===== config.mk =====
export PLATFORM = sky130hd
export DESIGN_NAME = uart_rx_tmo
export DESIGN_NICKNAME = d
export VERILOG_FILES = /design/src/rtl/uart_tmo_pkg.sv /design/src/rtl/uart_tmo_word_len.sv /design/src/rtl/uart_tmo_counter.sv /design/src/rtl/uart_tmo_flag.sv /design/src/rtl/uart_rx_tmo.sv
export SDC_FILE = /design/constraint.sdc
export NUM_CORES = 1
export LEC_CHECK = 0
export ABC_AREA = 1
export BUFFER_PORTS_ARGS = -buffer_cell sky130_fd_sc_hd__buf_2
export CAP_MARGIN = 20
export CORE_ASPECT_RATIO = 1.2
export CORE_UTILIZATION = 45
export CTS_CLUSTER_SIZE = 40
export DETAILED_ROUTE_END_ITERATION = 16
export GPL_TIMING_DRIVEN = 0
export PLACE_DENSITY = 0.71
export RECOVER_POWER = 50
export SETUP_SLACK_MARGIN = 0.1
export SYNTH_ARGS = -nofsm -noshare
export SYNTH_HDL_FRONTEND = slang
export SYNTH_HIERARCHICAL = 1
export SYNTH_SLANG_ARGS = --single-unit
export TNS_END_PERCENT = 50

===== constraint.sdc =====
create_clock -name clk_i -period 4.65 [get_ports clk_i]
set_clock_uncertainty 0.15 [all_clocks]
set_input_delay 1.1625 -clock clk_i [delete_from_list [all_inputs] [get_ports clk_i]]
set_output_delay 1.1625 -clock clk_i [all_outputs]
set_load 0.02 [all_outputs]

===== src/rtl/uart_tmo_pkg.sv =====
package uart_tmo_pkg;
  localparam int unsigned DATA_BASE = 5;
  localparam int unsigned WB_W      = 4;

  function automatic logic [WB_W-1:0] word_bits(input logic [1:0] len, input logic two_stop);
    return WB_W'(len) + WB_W'(DATA_BASE) + (two_stop ? WB_W'(2) : WB_W'(1)) + WB_W'(1);
  endfunction
endpackage


===== src/rtl/uart_tmo_word_len.sv =====
module uart_tmo_word_len
  import uart_tmo_pkg::*;
(
  input  logic [1:0]      fmt_len_i,
  input  logic            fmt_two_stop_i,
  output logic [WB_W-1:0] word_bits_o
);
  assign word_bits_o = word_bits(fmt_len_i, fmt_two_stop_i);
endmodule


===== src/rtl/uart_tmo_counter.sv =====
module uart_tmo_counter
  import uart_tmo_pkg::*;
#(
  parameter int unsigned MULT_W = 4
) (
  input  logic              clk_i,
  input  logic              rst_ni,
  input  logic              clear_i,
  input  logic              run_i,
  input  logic              tick_i,
  input  logic [WB_W-1:0]   word_bits_i,
  output logic [MULT_W-1:0] words_o
);
  localparam logic [MULT_W-1:0] WORDS_MAX = '1;

  logic [WB_W-1:0]   bit_cnt_q;
  logic [MULT_W-1:0] word_cnt_q;

  always_ff @(posedge clk_i or negedge rst_ni) begin
    if (!rst_ni) begin
      bit_cnt_q  <= '0;
      word_cnt_q <= '0;
    end else if (clear_i) begin
      bit_cnt_q  <= '0;
      word_cnt_q <= '0;
    end else if (run_i && tick_i) begin
      if (bit_cnt_q >= word_bits_i - WB_W'(1)) begin
        bit_cnt_q <= '0;
        if (word_cnt_q != WORDS_MAX) word_cnt_q <= word_cnt_q + MULT_W'(1);
      end else begin
        bit_cnt_q <= bit_cnt_q + WB_W'(1);
      end
    end
  end

  assign words_o = word_cnt_q;
endmodule


===== src/rtl/uart_tmo_flag.sv =====
module uart_tmo_flag (
  input  logic clk_i,
  input  logic rst_ni,
  input  logic set_i,
  input  logic clr_i,
  output logic flag_o,
  output logic pulse_o
);
  logic flag_q, pulse_q;

  always_ff @(posedge clk_i or negedge rst_ni) begin
    if (!rst_ni) begin
      flag_q  <= 1'b0;
      pulse_q <= 1'b0;
    end else begin
      pulse_q <= set_i;
      if (set_i)      flag_q <= 1'b1;  // set wins over clear
      else if (clr_i) flag_q <= 1'b0;
    end
  end

  assign flag_o  = flag_q;
  assign pulse_o = pulse_q;
endmodule


===== src/rtl/uart_rx_tmo.sv =====
module uart_rx_tmo
  import uart_tmo_pkg::*;
#(
  parameter int unsigned MULT_W   = 4,
  parameter int unsigned STAT_W   = 8,
  parameter int unsigned FLAG_BIT = 3
) (
  input  logic              clk_i,
  input  logic              rst_ni,
  input  logic              tmo_en_i,
  input  logic [MULT_W-1:0] tmo_mult_i,
  input  logic              empty_ovr_i,
  input  logic [1:0]        fmt_len_i,
  input  logic              fmt_two_stop_i,
  input  logic              bit_tick_i,
  input  logic              byte_stored_i,
  input  logic              data_ready_i,
  input  logic              trig_reached_i,
  input  logic              stat_wr_i,
  input  logic [STAT_W-1:0] stat_wdata_i,
  output logic              tmo_flag_o,
  output logic              rx_irq_o
);
  logic [WB_W-1:0]   word_bits;
  logic [MULT_W-1:0] words;
  logic              armed_q, armed_d;
  logic              expire, report, clr;

  uart_tmo_word_len u_len (
    .fmt_len_i      (fmt_len_i),
    .fmt_two_stop_i (fmt_two_stop_i),
    .word_bits_o    (word_bits)
  );

  uart_tmo_counter #(.MULT_W(MULT_W)) u_cnt (
    .clk_i       (clk_i),
    .rst_ni      (rst_ni),
    .clear_i     (byte_stored_i | ~armed_q),
    .run_i       (armed_q),
    .tick_i      (bit_tick_i),
    .word_bits_i (word_bits),
    .words_o     (words)
  );

  assign expire = armed_q && tmo_en_i && !trig_reached_i && (words == tmo_mult_i);
  assign report = expire && (data_ready_i || empty_ovr_i);
  assign clr    = stat_wr_i && stat_wdata_i[FLAG_BIT];

  always_comb begin
    armed_d = armed_q;
    if (!tmo_en_i || trig_reached_i) armed_d = 1'b0;
    else if (byte_stored_i)          armed_d = 1'b1;
    else if (expire)                 armed_d = 1'b0;
  end

  always_ff @(posedge clk_i or negedge rst_ni) begin
    if (!rst_ni) armed_q <= 1'b0;
    else         armed_q <= armed_d;
  end

  uart_tmo_flag u_flag (
    .clk_i   (clk_i),
    .rst_ni  (rst_ni),
    .set_i   (report),
    .clr_i   (clr),
    .flag_o  (tmo_flag_o),
    .pulse_o (rx_irq_o)
  );
endmodule


==> results.sh, run 1 <==
export IMPL_antenna_found_initial=0
export IMPL_cts_hold_buf=0
export IMPL_core_sq_um=1870
export IMPL_fin_setup_tns_ns=0
export IMPL_syn_inst=128
export IMPL_status="finished, final reports clean"
export IMPL_clock_sinks=11
export IMPL_synth_compound_area_frac=0.0490
export IMPL_synthSimpleGateAreaFrac=0.329
export IMPL_crit_type="primary input to flip-flop"
export IMPL_muxShareOfSynthArea=0
export IMPL_syn_avg_cell_area_sq_um=7.18
export IMPL_slew_headroom=0.623
export IMPL_cts_resized=0
export IMPL_vdd_drop_max_uv=113
export IMPL_io_pin_count=26
export IMPL_worst_path_max_fanout=8
export IMPL_synth_flop_cell="dfrtp_1"
export IMPL_synth_edf_count=0
export IMPL_hold_start="u_flag/flag_o$_DFFE_PN0P_"
export IMPL_vias=821
export IMPL_final_nets=186
export IMPL_grt_pass1_wl_um=3220
export IMPL_drive_above_1_share=0.213
export IMPL_synth_top_family_by_area="simple AND/OR/NAND/NOR gates"
export IMPL_grt_max_degree=12
export IMPL_row_count=17
export IMPL_reg2reg_from="u_cnt/bit_cnt_q[0]$_DFFE_PN0P_"
export IMPL_synth_most_common_cell="nand2_1"
export IMPL_cts_inserted_buffers=3
export IMPL_power_density_nw_per_um2=201
export IMPL_cts_tree="done"
export IMPL_slew_violations=0
export IMPL_cp_data_arrival_time_ns=3.37
export IMPL_crit_slowest_cell="ha_1"
export IMPL_hold_path_class="flip-flop to flip-flop"
export IMPL_wl_per_cell_um=10.1
export IMPL_path_clk_slew_ns=0.08
export IMPL_n_antenna_cell=0
export IMPL_rsz0062_at_grt="false"
export IMPL_synth_area_sq_um=920
export IMPL_finalWirelength_um=1710
export IMPL_cpPeakStageDelay_ns=0.27
export IMPL_min_period_over_period=0.715
export IMPL_fmax_mhz=301
export IMPL_async_reset_ff_frac=1.00
export IMPL_synth_nets=163
export IMPL_worstSkewPairLatency_ns=0.27
export IMPL_r2r_end="u_cnt/words_o[3]$_DFFE_PN0P_"
export IMPL_synthTopCellsByArea="dfrtp_1 30%, nand2_1 16%, ha_1 15%, inv_1 11%, nand4_1 4.1%"
export IMPL_reg2reg_slack_ns=3.03
export IMPL_post_place_cells=165
export IMPL_yosys_warnings=6
export IMPL_areaGrowthSynthToFinish_pct=15.2
export IMPL_synth_top_area_frac=0.299
export IMPL_min_path_cells=2
export IMPL_ys_seq_area_frac=0.299
export IMPL_grt_pass1_vias=815
export IMPL_detailedRoute_firstIterationViolations=6
export IMPL_drv_cap=0
export IMPL_worstPathCellList="buf_2 > inv_1 > ha_1 > inv_1 > ha_1 > inv_1 > ha_1 > inv_1 > nor3_1 > xnor2_1 > ha_1 > a21oi_1 > nand2_2 > inv_2 > nand2_8 > nand3_2 > nand2_1 > nand2_1"
export IMPL_endpoint_kind="flip-flop"
export IMPL_n_fill_cell=186
export IMPL_crit_required_ns=4.70
export IMPL_die_h_um=51.5
export IMPL_synth_common_cells="40 x nand2_1, 26 x inv_1, 11 x dfrtp_1, 11 x ha_1, 9 x nor2_1"
export IMPL_ys_seq_elements=11
export IMPL_cts_buffer_depth=2
export IMPL_grt_overflow=0
export IMPL_drc=0
export IMPL_synth_top_area_cell="dfrtp_1"
export IMPL_gp_congestion=0.750
export IMPL_crit_path_start_kind="primary input"
export IMPL_setup_viol=0
export IMPL_hold_viol_final=0
export IMPL_min_period_ns=3.32
export IMPL_hpwl_um=1420
export IMPL_leakage_nw=0.613
export IMPL_synthXorXnorAreaFrac=0.0381
export IMPL_vias_per_cell=4.86
export IMPL_ys_types=23
export IMPL_hold_end="u_flag/flag_o$_DFFE_PN0P_"
export IMPL_antenna_left=0
export IMPL_cts_setup_buffers=0
export IMPL_grt_use_total=0.186
export IMPL_synthAdderAreaFrac=0.150
export IMPL_die_w_um=43.3
export IMPL_die_area_sq_um=2230
export IMPL_io_buffers=18
export IMPL_cts_htree_levels=1
export IMPL_root_buffer="clkbuf_4"
export IMPL_r2r_cells=11
export IMPL_drt_pass1_iter_count=4
export IMPL_tightest_slew_ns=0.566
export IMPL_fin_cells=169
export IMPL_initial_core_util=0.491
-- cells by family after synthesis --
logic type / Yosys count
buf+inv: 31
fa+ha+maj: 11
flops: 11
xor+xnor: 4
compound gates: 6
simple gates: 65
-- registers in the layout (all words and copies together), names as in the netlist --
register         flops
armed_q              1
u_cnt/bit_cnt_q      4
u_cnt/words_o        4
u_flag/flag_o        1
u_flag/pulse_o       1
-- how the worst max path moves through the flow --
stage,cells after the start,end,startpoint
after global placement,18,u_cnt/words_o[3]$_DFFE_PN0P_,fmt_len_i[1]
after detailed placement,18,u_cnt/words_o[3]$_DFFE_PN0P_,fmt_two_stop_i
after global routing,18,u_cnt/words_o[2]$_DFFE_PN0P_,fmt_two_stop_i
final,18,u_cnt/words_o[3]$_DFFE_PN0P_,fmt_len_i[1]
after floorplan,17,u_cnt/words_o[3]$_DFFE_PN0P_,fmt_len_i[1]
after CTS,18,u_cnt/words_o[3]$_DFFE_PN0P_,fmt_len_i[1]
-- power by group --
group / switching, mW / internal, mW / leakage, nW
registers: 0.00187 / 0.0971 / 0.152
clock network: 0.0319 / 0.0318 / 0.0177
logic: 0.0284 / 0.0218 / 0.443
-- area by class of cell --
class | count | area [sq um] | share of cell area
multi-input cells | 86 | 520 | 0.491
well taps | 19 | 23.8 | 0.0224
clock inverters | 1 | 5.00 | 0.00472
repair buffers | 18 | 88.8 | 0.0838
clock buffers | 3 | 22.5 | 0.0213
plain buffers | 1 | 11.3 | 0.0106
inverters | 30 | 113 | 0.106
flip-flops and latches | 11 | 275 | 0.260
-- critical path, delay by kind of cell --
kind	cells	cell delay, ns
adder cells (fa/ha/maj)	4	0.94
AND/OR/NAND/NOR	6	0.59
AO/OA/AOI/OAI	1	0.17
XOR/XNOR	1	0.15
buffers and inverters	6	0.36
-- routing by layer --
layer / vias up / track usage / wire length (um)
met2: 9 / 0.366 / 972
li1: 436 / - / -
met3: 0 / 0 / 25
met5: - / 0 / 0
met4: 0 / 0.0909 / 0
met1: 376 / 0.201 / 716
-- stage by stage --
step | power, mW | cell area, sq um | util | worst slack [ns] | hold slack (ns)
after CTS | 0.217 | 1060 | 0.567 | 1.32 | 0.338
after global placement | 0.149 | 1030 | 0.552 | 1.13 | 0.301
final | 0.213 | 1060 | 0.566 | 1.33 | 0.335
after detailed placement | 0.152 | 1030 | 0.552 | 1.04 | 0.319
after global routing | 0.230 | 1060 | 0.566 | 1.09 | 0.366
after floorplan | 0.136 | 920 | - | 1.32 | 0.374
-- layout by cell type (no fill, tap or decap), types with 2 or more instances in the layout --
cell type	n
nand2_1	40
inv_1	26
buf_2	17
dfrtp_1	11
ha_1	11
nor2_1	9
nand4_1	6
clkbuf_4	3
nor3_1	2
xnor2_1	2
inv_2	2
clkinv_1	2
nand2_2	2
nand3_1	2
xor2_1	2
a21oi_2	2
Power figures use the tool's default switching activity.
==> inputs of run 2 (changes only) <==
==> constraint.sdc (replaced) <==
create_clock -name clk_i -period 3.1 [get_ports clk_i]
set_clock_uncertainty 0.15 [all_clocks]
set_input_delay 0.775 -clock clk_i [delete_from_list [all_inputs] [get_ports clk_i]]
set_output_delay 0.775 -clock clk_i [all_outputs]
set_load 0.02 [all_outputs]
==> results.sh, run 2 (same netlist as run 1, synthesis figures left out) <==
export IMPL_status="finished, final reports clean"
export IMPL_endpoint_kind="flip-flop"
export IMPL_fin_util=0.576
export IMPL_core_sq_um=1870
export IMPL_initial_core_util=0.491
export IMPL_path_common_cell="ha_1"
export IMPL_fin_cells=169
export IMPL_crit_type="primary input to flip-flop"
export IMPL_post_place_cells=165
export IMPL_switchingPower_mw=0.0956
export IMPL_antenna_left=0
export IMPL_slew_violations=0
export IMPL_crit_required_ns=3.15
export IMPL_fmax_mhz=357
export IMPL_worst_path_max_fanout=8
export IMPL_hold_viol_final=0
export IMPL_die_h_um=51.5
export IMPL_final_nets=186
export IMPL_slew_headroom=0.621
export IMPL_crit_family="adder cells"
export IMPL_n_fill_cell=187
export IMPL_tightest_slew_ns=0.569
export IMPL_holdWs_ns=0.315
export IMPL_r2r_cells=11
export IMPL_r2r_end="u_cnt/words_o[3]$_DFFE_PN0P_"
export IMPL_root_buffer="clkbuf_4"
export IMPL_rsz0062_at_grt="false"
export IMPL_drive_above_1_share=0.233
export IMPL_final_cell_mix="40 x nand2_1, 25 x inv_1, 17 x buf_2"
export IMPL_clkPwrFrac=0.297
export IMPL_gp_congestion=0.750
export IMPL_clock_sinks=11
export IMPL_p_int_mw=0.228
export IMPL_path_clk_slew_ns=0.08
export IMPL_die_area_sq_um=2230
export IMPL_fin_setup_tns_ns=0
export IMPL_pwr_share_seq=0.459
export IMPL_worst_path_buf_inv=6
export IMPL_grt_overflow=0
export IMPL_detailedRoute_firstIterationViolations=9
export IMPL_vdd_drop_max_uv=171
export IMPL_reg2reg_from="u_cnt/bit_cnt_q[0]$_DFFE_PN0P_"
export IMPL_combPwrFrac=0.244
export IMPL_hold_path_class="primary input to async pin"
export IMPL_drv_cap=0
export IMPL_power_mw=0.323
export IMPL_crit_slowest_cell="ha_1"
export IMPL_cts_tree="done"
export IMPL_final_area_sq_um=1080
export IMPL_vias_per_cell=4.90
export IMPL_grt_max_degree=12
export IMPL_hpwl_um=1420
export IMPL_min_period_ns=2.80
export IMPL_setup_viol=0
export IMPL_cts_hold_buf=0
export IMPL_cp_data_arrival_time_ns=2.86
export IMPL_cts_htree_levels=1
export IMPL_row_count=17
export IMPL_drc=0
export IMPL_reg2reg_slack_ns=1.51
export IMPL_n_antenna_cell=0
export IMPL_leakage_nw=0.614
export IMPL_final_common_cell="nand2_1"
export IMPL_vias=828
export IMPL_cts_buffer_depth=2
export IMPL_min_period_over_period=0.905
export IMPL_pre_cts_ws_ns=-0.127
export IMPL_cts_setup_buffers=0
export IMPL_swShare=0.296
export IMPL_grt_pass1_wl_um=3220
export IMPL_crit_path_start_kind="primary input"
export IMPL_io_pin_count=26
export IMPL_wl_per_cell_um=10.2
export IMPL_fin_ws_ns=0.296
export IMPL_antenna_found_initial=0
export IMPL_io_buffers=18
export IMPL_power_density_nw_per_um2=300
export IMPL_grt_pass1_vias=815
export IMPL_die_w_um=43.3
export IMPL_worstSkewPairLatency_ns=0.27
export IMPL_areaGrowthSynthToFinish_pct=17.3
export IMPL_worstPathCellList="buf_2 > inv_1 > ha_1 > inv_1 > ha_1 > inv_1 > ha_1 > inv_2 > nor3_2 > xnor2_1 > ha_1 > a21oi_2 > nand2_2 > inv_4 > nand2_8 > nand3_4 > nand2_1 > nand2_1"
export IMPL_cpPeakStageDelay_ns=0.32
export IMPL_post_dp_cell_area_sq_um=1030
export IMPL_grt_use_total=0.186
export IMPL_cts_inserted_buffers=3
export IMPL_drt_pass1_iter_count=4
export IMPL_finalWirelength_um=1720
export IMPL_cts_resized=0
==> run 2: layout make-up <==
cell class / instances / area, sq um / area share
well taps: 19 / 23.8 / 0.0220
plain buffers: 1 / 11.3 / 0.0104
clock buffers: 3 / 22.5 / 0.0209
clock inverters: 1 / 5.00 / 0.00464
repair buffers: 18 / 88.8 / 0.0824
inverters: 30 / 115 / 0.107
flip-flops and latches: 11 / 275 / 0.255
multi-input cells: 86 / 537 / 0.498
==> run 2: how the worst max path moves through the flow <==
stage | endpoint | slack (ns) | start | depth (start not counted)
floorplan | u_cnt/words_o[3]$_DFFE_PN0P_ | 0.16 | fmt_len_i[1] | 17
global route | u_cnt/words_o[2]$_DFFE_PN0P_ | 0.12 | fmt_two_stop_i | 18
detailed placement | u_cnt/words_o[3]$_DFFE_PN0P_ | -0.13 | fmt_two_stop_i | 18
CTS | u_cnt/words_o[3]$_DFFE_PN0P_ | 0.16 | fmt_len_i[1] | 18
finish | u_cnt/words_o[3]$_DFFE_PN0P_ | 0.30 | fmt_len_i[1] | 18
global placement | u_cnt/words_o[3]$_DFFE_PN0P_ | -0.03 | fmt_len_i[1] | 18
==> run 2: layer usage <==
| layer | up-vias | global-route usage | wire, um |
|---|---|---|---|
| li1 | 439 | - | - |
| met1 | 380 | 0.201 | 712 |
| met2 | 9 | 0.366 | 980 |
| met3 | 0 | 0 | 24 |
| met4 | 0 | 0.0909 | 0 |
| met5 | - | 0 | 0 |
==> run 2: worst register-to-register path: stages (launching register included) <==
cell     delay (ns)
dfrtp_1        0.38
inv_1          0.08
ha_1           0.27
inv_1          0.04
nand2_1        0.04
nand2_1        0.04
nand2_1        0.06
nand2_2        0.09
nand2_8        0.11
nand3_4        0.08
nand2_1        0.07
nand2_1        0.05
==> run 2: power by group through the flow <==
stage / Sequential (mW) / Combinational [mW] / Clock [mW]
CTS: 0.148 / 0.0776 / 0.0995
global route: 0.149 / 0.0925 / 0.106
floorplan: 0.151 / 0.0526 / 0
detailed placement: 0.151 / 0.0771 / 0
global placement: 0.151 / 0.0720 / 0
finish: 0.149 / 0.0789 / 0.0959
